===== config.mk =====
export PLATFORM = sky130hd
export DESIGN_NAME = e3rx_payload_out
export DESIGN_NICKNAME = d
export VERILOG_FILES = /design/src/rtl/e3rx_pkg.sv /design/src/rtl/e3rx_frame_pos.sv /design/src/rtl/e3rx_ser_path.sv /design/src/rtl/e3rx_nib_pack.sv /design/src/rtl/e3rx_payload_out.sv
export SDC_FILE = /design/constraint.sdc
export NUM_CORES = 1
export LEC_CHECK = 0
export CAP_MARGIN = 10
export CORE_ASPECT_RATIO = 0.75
export CORE_MARGIN = 3
export CORE_UTILIZATION = 50
export CTS_BUF_LIST = sky130_fd_sc_hd__clkbuf_4 sky130_fd_sc_hd__clkbuf_8 sky130_fd_sc_hd__clkbuf_16
export DETAILED_ROUTE_END_ITERATION = 16
export PLACE_DENSITY = 0.73
export SLEW_MARGIN = 20
export SYNTH_ARGS = -nofsm -noshare
export SYNTH_HDL_FRONTEND = slang
export SYNTH_HIERARCHICAL = 1
export SYNTH_SLANG_ARGS = --single-unit

===== constraint.sdc =====
create_clock -name clk -period 2.3 [get_ports clk]
set_clock_uncertainty 0.05 [all_clocks]
set_input_delay 0.345 -clock clk [delete_from_list [all_inputs] [get_ports clk]]
set_output_delay 0.345 -clock clk [all_outputs]
set_load 0.01 [all_outputs]

===== src/rtl/e3rx_pkg.sv =====
// Package: shared constants and types for the E3 receive payload output block.
// Assumes: the frame geometry defaults describe the four-sub-frame E3 structure.
package e3rx_pkg;

    // Default frame geometry, in bits
    localparam int E3_FRAME_BITS = 1536;
    localparam int E3_SUB_BITS   = 384;
    localparam int E3_FAW_BITS   = 12;
    localparam int E3_JC_BITS    = 4;
    localparam int E3_NIB_W      = 4;

    // Output mode encoding on mode_nibble
    typedef enum logic {
        MODE_SERIAL = 1'b0,
        MODE_NIBBLE = 1'b1
    } e3rx_mode_e;

endpackage


===== src/rtl/e3rx_frame_pos.sv =====
// Module: frame position tracker.
// Gives the frame position of the bit presented this cycle. The position is 0
// when the bit comes with the frame marker. Otherwise it is the previous
// position plus one, wrapping at the end of the frame. The module also says
// whether the position is valid (a marker has been seen since reset) and
// whether it is an overhead position.
// Assumes: FRAME_BITS is a whole number of SUB_BITS sub-frames.
module e3rx_frame_pos #(
    parameter int FRAME_BITS = e3rx_pkg::E3_FRAME_BITS,
    parameter int SUB_BITS   = e3rx_pkg::E3_SUB_BITS,
    parameter int FAW_BITS   = e3rx_pkg::E3_FAW_BITS,
    parameter int JC_BITS    = e3rx_pkg::E3_JC_BITS,
    parameter int POS_W      = $clog2(FRAME_BITS)
) (
    input  logic             clk,
    input  logic             rst_n,
    input  logic             sof,
    output logic [POS_W-1:0] pos,
    output logic             pos_vld,
    output logic             pos_ovh
);
    localparam int               N_SUB = FRAME_BITS / SUB_BITS;
    localparam logic [POS_W-1:0] LAST  = POS_W'(FRAME_BITS - 1);

    logic [POS_W-1:0] nxt_q;
    logic             sync_q;
    logic [N_SUB-1:0] jc_hit;

    // Current position: forced to 0 by the marker, otherwise the stored successor
    assign pos     = sof ? '0 : nxt_q;
    assign pos_vld = sof | sync_q;

    // Store the successor position and remember that a marker has been seen
    always_ff @(posedge clk) begin
        if (!rst_n) begin
            nxt_q  <= '0;
            sync_q <= 1'b0;
        end else begin
            if (pos_vld) begin
                nxt_q <= (pos == LAST) ? '0 : pos + POS_W'(1);
            end
            sync_q <= pos_vld;
        end
    end

    // Sub-frame 0 has no control bits; its header is covered by FAW_BITS
    assign jc_hit[0] = 1'b0;

    // Justification control bits at the head of each later sub-frame
    for (genvar s = 1; s < N_SUB; s++) begin : g_jc
        localparam int LO = s * SUB_BITS;
        assign jc_hit[s] = (int'(pos) >= LO) && (int'(pos) < LO + JC_BITS);
    end

    // Overhead when inside the frame header or any control-bit group
    assign pos_ovh = (int'(pos) < FAW_BITS) || (|jc_hit);

    // After the last position of a frame, the next position is 0
    assert_wrap_to_zero_R5: assert property (@(posedge clk) disable iff (!rst_n)
        (pos_vld && pos == LAST) |=> (pos == '0));

    // Once a marker has been seen, positions stay valid until reset
    assert_sync_sticky_R1: assert property (@(posedge clk) disable iff (!rst_n)
        pos_vld |=> pos_vld);

endmodule


===== src/rtl/e3rx_ser_path.sv =====
// Module: serial output stage.
// Registers the bit, the frame-start flag and the overhead flag together, so
// that all three leave in the same cycle. The stage is cleared while it is not
// selected or before the position is valid.
// Assumes: first and ovh describe the same bit as bit_in.
module e3rx_ser_path (
    input  logic clk,
    input  logic rst_n,
    input  logic en,
    input  logic bit_in,
    input  logic vld,
    input  logic first,
    input  logic ovh,
    output logic ser_q,
    output logic strb_q,
    output logic ovh_q
);
    // Register one bit period of output, gated by selection and validity
    always_ff @(posedge clk) begin
        if (!rst_n || !en) begin
            ser_q  <= 1'b0;
            strb_q <= 1'b0;
            ovh_q  <= 1'b0;
        end else begin
            ser_q  <= bit_in & vld;
            strb_q <= first & vld;
            ovh_q  <= ovh & vld;
        end
    end

endmodule


===== src/rtl/e3rx_nib_pack.sv =====
// Module: nibble packer.
// Gathers NIB_W consecutive bits, first bit in the MSB, and sends out the word
// with a one-cycle enable after the last bit of each aligned group. It also
// collects frame-start and overhead status over the group.
// Assumes: NIB_W is a power of two, at least 4, and divides the frame length,
// so that the low position bits give the phase within a word.
module e3rx_nib_pack #(
    parameter int NIB_W = e3rx_pkg::E3_NIB_W,
    parameter int PH_W  = $clog2(NIB_W)
) (
    input  logic             clk,
    input  logic             rst_n,
    input  logic             en,
    input  logic             bit_in,
    input  logic             vld,
    input  logic [PH_W-1:0]  phase,
    input  logic             first,
    input  logic             ovh,
    output logic [NIB_W-1:0] nib_q,
    output logic             nib_en_q,
    output logic             strb_q,
    output logic             ovh_q
);
    logic [NIB_W-2:0] sh_q;
    logic             ovh_acc_q;
    logic             frst_acc_q;
    logic             ovh_any;
    logic             frst_any;
    logic             close;

    // Status so far in the word; a new word starts at phase 0
    assign ovh_any  = ovh   | ((phase != '0) & ovh_acc_q);
    assign frst_any = first | ((phase != '0) & frst_acc_q);
    assign close    = vld & en & (&phase);

    // Shift in bits and keep the status collected for the open word
    always_ff @(posedge clk) begin
        if (!rst_n) begin
            sh_q       <= '0;
            ovh_acc_q  <= 1'b0;
            frst_acc_q <= 1'b0;
        end else begin
            sh_q       <= {sh_q[NIB_W-3:0], bit_in};
            ovh_acc_q  <= ovh_any;
            frst_acc_q <= frst_any;
        end
    end

    // Send out the finished word for one cycle, otherwise drive zeros
    always_ff @(posedge clk) begin
        if (!rst_n || !close) begin
            nib_q    <= '0;
            nib_en_q <= 1'b0;
            strb_q   <= 1'b0;
            ovh_q    <= 1'b0;
        end else begin
            nib_q    <= {sh_q, bit_in};
            nib_en_q <= 1'b1;
            strb_q   <= frst_any;
            ovh_q    <= ovh_any;
        end
    end

    // Word enables never occur in back-to-back cycles
    assert_enable_isolated_R6: assert property (@(posedge clk) disable iff (!rst_n)
        nib_en_q |=> !nib_en_q);

    // Word strobe and overhead flags appear only with the word enable
    assert_flags_with_word_R7: assert property (@(posedge clk) disable iff (!rst_n)
        (strb_q || ovh_q) |-> nib_en_q);

endmodule


===== src/rtl/e3rx_payload_out.sv =====
// Module: E3 receive payload output interface (top).
// Tracks the frame position of each received bit. It drives either the serial
// stage or the nibble packer, chosen by mode_nibble, and merges their outputs.
// The stage that is not selected holds its outputs at zero.
// Assumes: one bit per clock; rx_sof marks the first bit of a frame.
module e3rx_payload_out #(
    parameter int FRAME_BITS = e3rx_pkg::E3_FRAME_BITS,
    parameter int SUB_BITS   = e3rx_pkg::E3_SUB_BITS,
    parameter int FAW_BITS   = e3rx_pkg::E3_FAW_BITS,
    parameter int JC_BITS    = e3rx_pkg::E3_JC_BITS,
    parameter int NIB_W      = e3rx_pkg::E3_NIB_W
) (
    input  logic             clk,
    input  logic             rst_n,
    input  logic             rx_bit,
    input  logic             rx_sof,
    input  logic             mode_nibble,
    output logic             ser_data,
    output logic             frm_strobe,
    output logic             ovh_flag,
    output logic [NIB_W-1:0] nib_data,
    output logic             nib_en
);
    import e3rx_pkg::*;

    localparam int POS_W = $clog2(FRAME_BITS);
    localparam int PH_W  = $clog2(NIB_W);

    logic [POS_W-1:0] pos;
    logic             pos_vld;
    logic             pos_ovh;
    logic             pos_first;
    logic             ser_sel;
    logic             nib_sel;
    logic             s_strb;
    logic             s_ovh;
    logic             n_strb;
    logic             n_ovh;

    // Decode the mode and frame start
    assign ser_sel   = (e3rx_mode_e'(mode_nibble) == MODE_SERIAL);
    assign nib_sel   = (e3rx_mode_e'(mode_nibble) == MODE_NIBBLE);
    assign pos_first = (pos == '0);

    e3rx_frame_pos #(
        .FRAME_BITS (FRAME_BITS),
        .SUB_BITS   (SUB_BITS),
        .FAW_BITS   (FAW_BITS),
        .JC_BITS    (JC_BITS),
        .POS_W      (POS_W)
    ) u_pos (
        .clk     (clk),
        .rst_n   (rst_n),
        .sof     (rx_sof),
        .pos     (pos),
        .pos_vld (pos_vld),
        .pos_ovh (pos_ovh)
    );

    e3rx_ser_path u_ser (
        .clk    (clk),
        .rst_n  (rst_n),
        .en     (ser_sel),
        .bit_in (rx_bit),
        .vld    (pos_vld),
        .first  (pos_first),
        .ovh    (pos_ovh),
        .ser_q  (ser_data),
        .strb_q (s_strb),
        .ovh_q  (s_ovh)
    );

    e3rx_nib_pack #(
        .NIB_W (NIB_W),
        .PH_W  (PH_W)
    ) u_nib (
        .clk      (clk),
        .rst_n    (rst_n),
        .en       (nib_sel),
        .bit_in   (rx_bit),
        .vld      (pos_vld),
        .phase    (pos[PH_W-1:0]),
        .first    (pos_first),
        .ovh      (pos_ovh),
        .nib_q    (nib_data),
        .nib_en_q (nib_en),
        .strb_q   (n_strb),
        .ovh_q    (n_ovh)
    );

    // The stage not selected is held at zero, so an OR merges the flags
    assign frm_strobe = s_strb | n_strb;
    assign ovh_flag   = s_ovh  | n_ovh;

    // Before the first marker nothing leaves the block
    assert_quiet_until_sync_R1: assert property (@(posedge clk) disable iff (!rst_n)
        !$past(pos_vld) |-> (!ser_data && !frm_strobe && !ovh_flag && !nib_en && nib_data == '0));

    // Serial output repeats the previous cycle's input bit once synchronised
    assert_serial_delay_R2: assert property (@(posedge clk) disable iff (!rst_n)
        ($past(rst_n) && !$past(mode_nibble) && $past(pos_vld)) |-> (ser_data == $past(rx_bit)));

    // A frame boundary always falls on an overhead position
    assert_strobe_on_overhead_R4: assert property (@(posedge clk) disable iff (!rst_n)
        frm_strobe |-> ovh_flag);

    // Nibble mode silences the serial line
    assert_serial_idle_in_nibble_R8: assert property (@(posedge clk) disable iff (!rst_n)
        $past(mode_nibble) |-> !ser_data);

    // Serial mode silences the word outputs
    assert_word_idle_in_serial_R8: assert property (@(posedge clk) disable iff (!rst_n)
        !$past(mode_nibble) |-> (!nib_en && nib_data == '0));

endmodule


==> run_summary.xml <==
<?xml version="1.0" encoding="UTF-8"?>
<metrics>
  <group name="status">
    <metric name="run_status" unit="">finished, final reports clean</metric>
  </group>
  <group name="critical_path">
    <metric name="critical_path_arrival" unit="ns">2.17</metric>
    <metric name="worst_setup_path_start_kind" unit="">input pin</metric>
    <metric name="regToRegSetupSlack" unit="ns">0.46</metric>
    <metric name="critical_path.max_fanout" unit="">5</metric>
    <metric name="element_type_at_the_critical_path_end" unit="">flop</metric>
    <metric name="worstPathRequired" unit="ns">2.48</metric>
    <metric name="critPathKind" unit="">in2reg</metric>
  </group>
  <group name="timing">
    <metric name="timing.final.crit_share" unit="%">86.5</metric>
    <metric name="hold_slack" unit="ns">0.381</metric>
    <metric name="fin_setup_tns" unit="ns">0</metric>
    <metric name="hold_violations" unit="">0</metric>
    <metric name="final.min_clock_period" unit="ns">1.99</metric>
    <metric name="unrepaired_setup_endpoints_after_global_routing" unit="">no</metric>
    <metric name="worst_slack" unit="ns">0.311</metric>
    <metric name="drv_slew" unit="">0</metric>
    <metric name="max_slew_margin" unit="%">74.0</metric>
    <metric name="clock.fmax" unit="MHz">503</metric>
    <metric name="worst_slew_pin_slew" unit="ns">0.389</metric>
    <metric name="setup_viol_count_final" unit="">0</metric>
  </group>
  <group name="power">
    <metric name="power.density_cell_area" unit="nW/um^2">505</metric>
    <metric name="vdd_drop_max" unit="mV">0.302</metric>
    <metric name="power.static_leakage" unit="uW">0.000581</metric>
  </group>
  <group name="placement">
    <metric name="post-place-ws" unit="ns">-0.000190</metric>
    <metric name="hpwlAfterDp" unit="mm">2.04</metric>
    <metric name="post-place-cells" unit="">192</metric>
    <metric name="routabilityCongestion" unit="">0.911</metric>
    <metric name="place.port_buffers" unit="">12</metric>
  </group>
  <group name="logic_synthesis">
    <metric name="synth-seq-cells" unit="">27</metric>
    <metric name="ys.warnings.count" unit="">6</metric>
    <metric name="seq_area_frac_synth" unit="%">41.3</metric>
    <metric name="synth_area_leader_cell" unit="">sky130_fd_sc_hd__dfxtp_1</metric>
    <metric name="synthCells" unit="">144</metric>
    <metric name="postSynthNetCount" unit="">151</metric>
    <metric name="number_of_distinct_standard_cells_referenced_by_the_synthesized_netlist" unit="">47</metric>
    <metric name="synth_top_area_share" unit="%">41.3</metric>
    <metric name="netlist_area_before_placement" unit="sq um">1310</metric>
    <metric name="syn_area_cell" unit="sq um">9.09</metric>
    <metric name="yosys-top-cells-area" unit="">sky130_fd_sc_hd__dfxtp_1, sky130_fd_sc_hd__nor2b_1, sky130_fd_sc_hd__inv_1, sky130_fd_sc_hd__nor3_1, sky130_fd_sc_hd__a21oi_1</metric>
    <metric name="synth_flop_cell" unit="">sky130_fd_sc_hd__dfxtp_1</metric>
    <metric name="synth-edff-count" unit="">0</metric>
    <metric name="async_flop_share" unit="%">0</metric>
  </group>
  <group name="die">
    <metric name="core_area" unit="sq um">2380</metric>
    <metric name="die_area" unit="sq um">3270</metric>
    <metric name="fp.dieH" unit="microns">50.3</metric>
    <metric name="die_width" unit="microns">65.1</metric>
    <metric name="start_util" unit="%">54.9</metric>
    <metric name="top_level_pins" unit="">13</metric>
    <metric name="placementRows" unit="">15</metric>
  </group>
  <group name="run">
    <metric name="maxCapViolCount" unit="">0</metric>
  </group>
  <group name="cts">
    <metric name="clk_pin_slew" unit="ns">0.13</metric>
    <metric name="cts-root-to-sink-buffers" unit="">2</metric>
    <metric name="h-tree-depth" unit="">1</metric>
    <metric name="source_to_sink_clock_delay_at_the_later_pin_of_the_worst_skew_pair" unit="ns">0.32</metric>
    <metric name="postCtsSetupRepairBufs" unit="">0</metric>
    <metric name="cts_inserted_buffers" unit="">3</metric>
    <metric name="post_cts.resized_instances" unit="">0</metric>
    <metric name="post_cts_hold_buffer_count" unit="">0</metric>
    <metric name="clock_tree_from_tritoncts" unit="">built</metric>
    <metric name="clock-sinks" unit="">27</metric>
    <metric name="cts_root_buffer" unit="">sky130_fd_sc_hd__clkbuf_4</metric>
  </group>
  <group name="grt">
    <metric name="grt_pass1_wl" unit="mm">4.55</metric>
    <metric name="grt-ovfl-total" unit="">0</metric>
    <metric name="grt_antenna_before_repair" unit="">0</metric>
    <metric name="first_global_vias" unit="">984</metric>
    <metric name="grt_start_max_net_pins" unit="">15</metric>
    <metric name="grt_usage" unit="%">18.1</metric>
  </group>
  <group name="cells_and_area">
    <metric name="final_cell_mix" unit="">sky130_fd_sc_hd__dfxtp_1, sky130_fd_sc_hd__inv_1, sky130_fd_sc_hd__clkdlybuf4s50_1</metric>
    <metric name="antenna_cells_inserted" unit="">0</metric>
    <metric name="postLayoutCoreUtil" unit="%">64.0</metric>
    <metric name="most_common_library_cell_in_the_layout_ignoring_fill_and_taps" unit="">sky130_fd_sc_hd__dfxtp_1</metric>
    <metric name="drive_above_1_share" unit="%">14.2</metric>
    <metric name="layout-area-overhead-vs-synth" unit="%">16.6</metric>
    <metric name="finish.cell_count_without_fillers" unit="">196</metric>
    <metric name="final_nets" unit="">170</metric>
  </group>
  <group name="routing">
    <metric name="drt-vias-per-instance" unit="">5.42</metric>
    <metric name="route.detailed.wl_per_inst" unit="microns">14.0</metric>
    <metric name="total_vias_in_the_final_route" unit="">1063</metric>
    <metric name="finalWirelength" unit="mm">2.75</metric>
    <metric name="initialDrtViolationCount" unit="">51</metric>
    <metric name="dr.pass1.iters" unit="">4</metric>
    <metric name="post_detailed_route_drc_marker_count" unit="">0</metric>
    <metric name="final_antenna_net_count" unit="">0</metric>
  </group>
  <group name="min_path">
    <metric name="hold_path_class" unit="">reg2reg</metric>
  </group>
</metrics>
state kept, by name, summed over array words and instances (netlist names):
name and cells:
u_pos/sync_q 1, u_nib/frst_acc_q 1, u_nib/sh_q 3, u_ser/strb_q 1, u_nib/nib_en_q 1, u_nib/strb_q 1, u_nib/nib_q 4, u_nib/ovh_q 1
u_pos/nxt_q 11, u_ser/ovh_q 1, u_nib/ovh_acc_q 1, u_ser/ser_q 1
layout make-up:
| cell class | count | area, sq um |
|---|---|---|
| multi-input combinational | 98 | 688 |
| clock buffer | 4 | 30.0 |
| tap | 34 | 42.5 |
| timing repair buffer | 19 | 173 |
| inverter | 14 | 52.6 |
| sequential | 27 | 541 |
| fill | 206 | 857 |
where the power goes:
part	internal (uW)	switching (uW)
combinational	36.6	38.4
sequential	479	8.62
clock	79.7	129
total	595	176
worst max-delay path: stages:
cell                              delay [ns]
sky130_fd_sc_hd__clkdlybuf4s50_1        0.46
sky130_fd_sc_hd__nand2b_1               0.19
sky130_fd_sc_hd__inv_1                  0.09
sky130_fd_sc_hd__ha_1                   0.22
sky130_fd_sc_hd__nand4_2                0.22
sky130_fd_sc_hd__nor3_2                 0.32
sky130_fd_sc_hd__o211ai_1               0.13
sky130_fd_sc_hd__and3_1                 0.18
path summary, 6_finish.rpt:
kind,cells after the start,start,to
max reg2reg,6,u_pos/nxt_q[1],u_pos/nxt_q[3]
max,8,rx_sof,u_pos/nxt_q[3]
min reg2reg,2,u_nib/sh_q[2],u_nib/nib_q[3]
min,2,u_nib/sh_q[2],u_nib/nib_q[3]
through the flow:
stage,power [uW],cell area [sq um]
after global placement,570,1500
after CTS,776,1530
after global routing,804,1530
after detailed placement,571,1500
after floorplan,537,1310
final,771,1530
per-layer routing:
layer  wire length (microns)  global-route usage (%)  vias up
met4                      17                    4.48        0
met2                    1220                    28.4       23
li1                        -                       -      545
met1                    1380                    24.9      493
met5                       0                       0        -
met3                     127                    4.70        2
cells in the mapped netlist, types with 3 or more instances:
library cell               count
sky130_fd_sc_hd__dfxtp_1      27
sky130_fd_sc_hd__and2_2        3
sky130_fd_sc_hd__nand2b_1      3
sky130_fd_sc_hd__nand4_1       3
sky130_fd_sc_hd__nand2_1       3
sky130_fd_sc_hd__nor2b_1       9
sky130_fd_sc_hd__and4_1        3
sky130_fd_sc_hd__xnor2_1       4
sky130_fd_sc_hd__nor2_1        8
sky130_fd_sc_hd__o21a_1        5
sky130_fd_sc_hd__a21oi_1       8
sky130_fd_sc_hd__inv_1        13
sky130_fd_sc_hd__nor3_1        9
kinds of logic (layout without fill, tap and decap cells):
kind of cell / after synthesis / in the layout / share of synthesized area (%)
AO/OA/AOI/OAI: 26 / 26 / 15.1
adder cells (fa/ha/maj): 2 / 2 / 1.91
XOR/XNOR: 5 / 5 / 3.35
multiplexers: 2 / 2 / 1.63
buffers and inverters: 19 / 37 / 6.12
AND/OR/NAND/NOR: 63 / 63 / 30.6
flip-flops: 27 / 27 / 41.3
(Power assumes the default switching activity.)
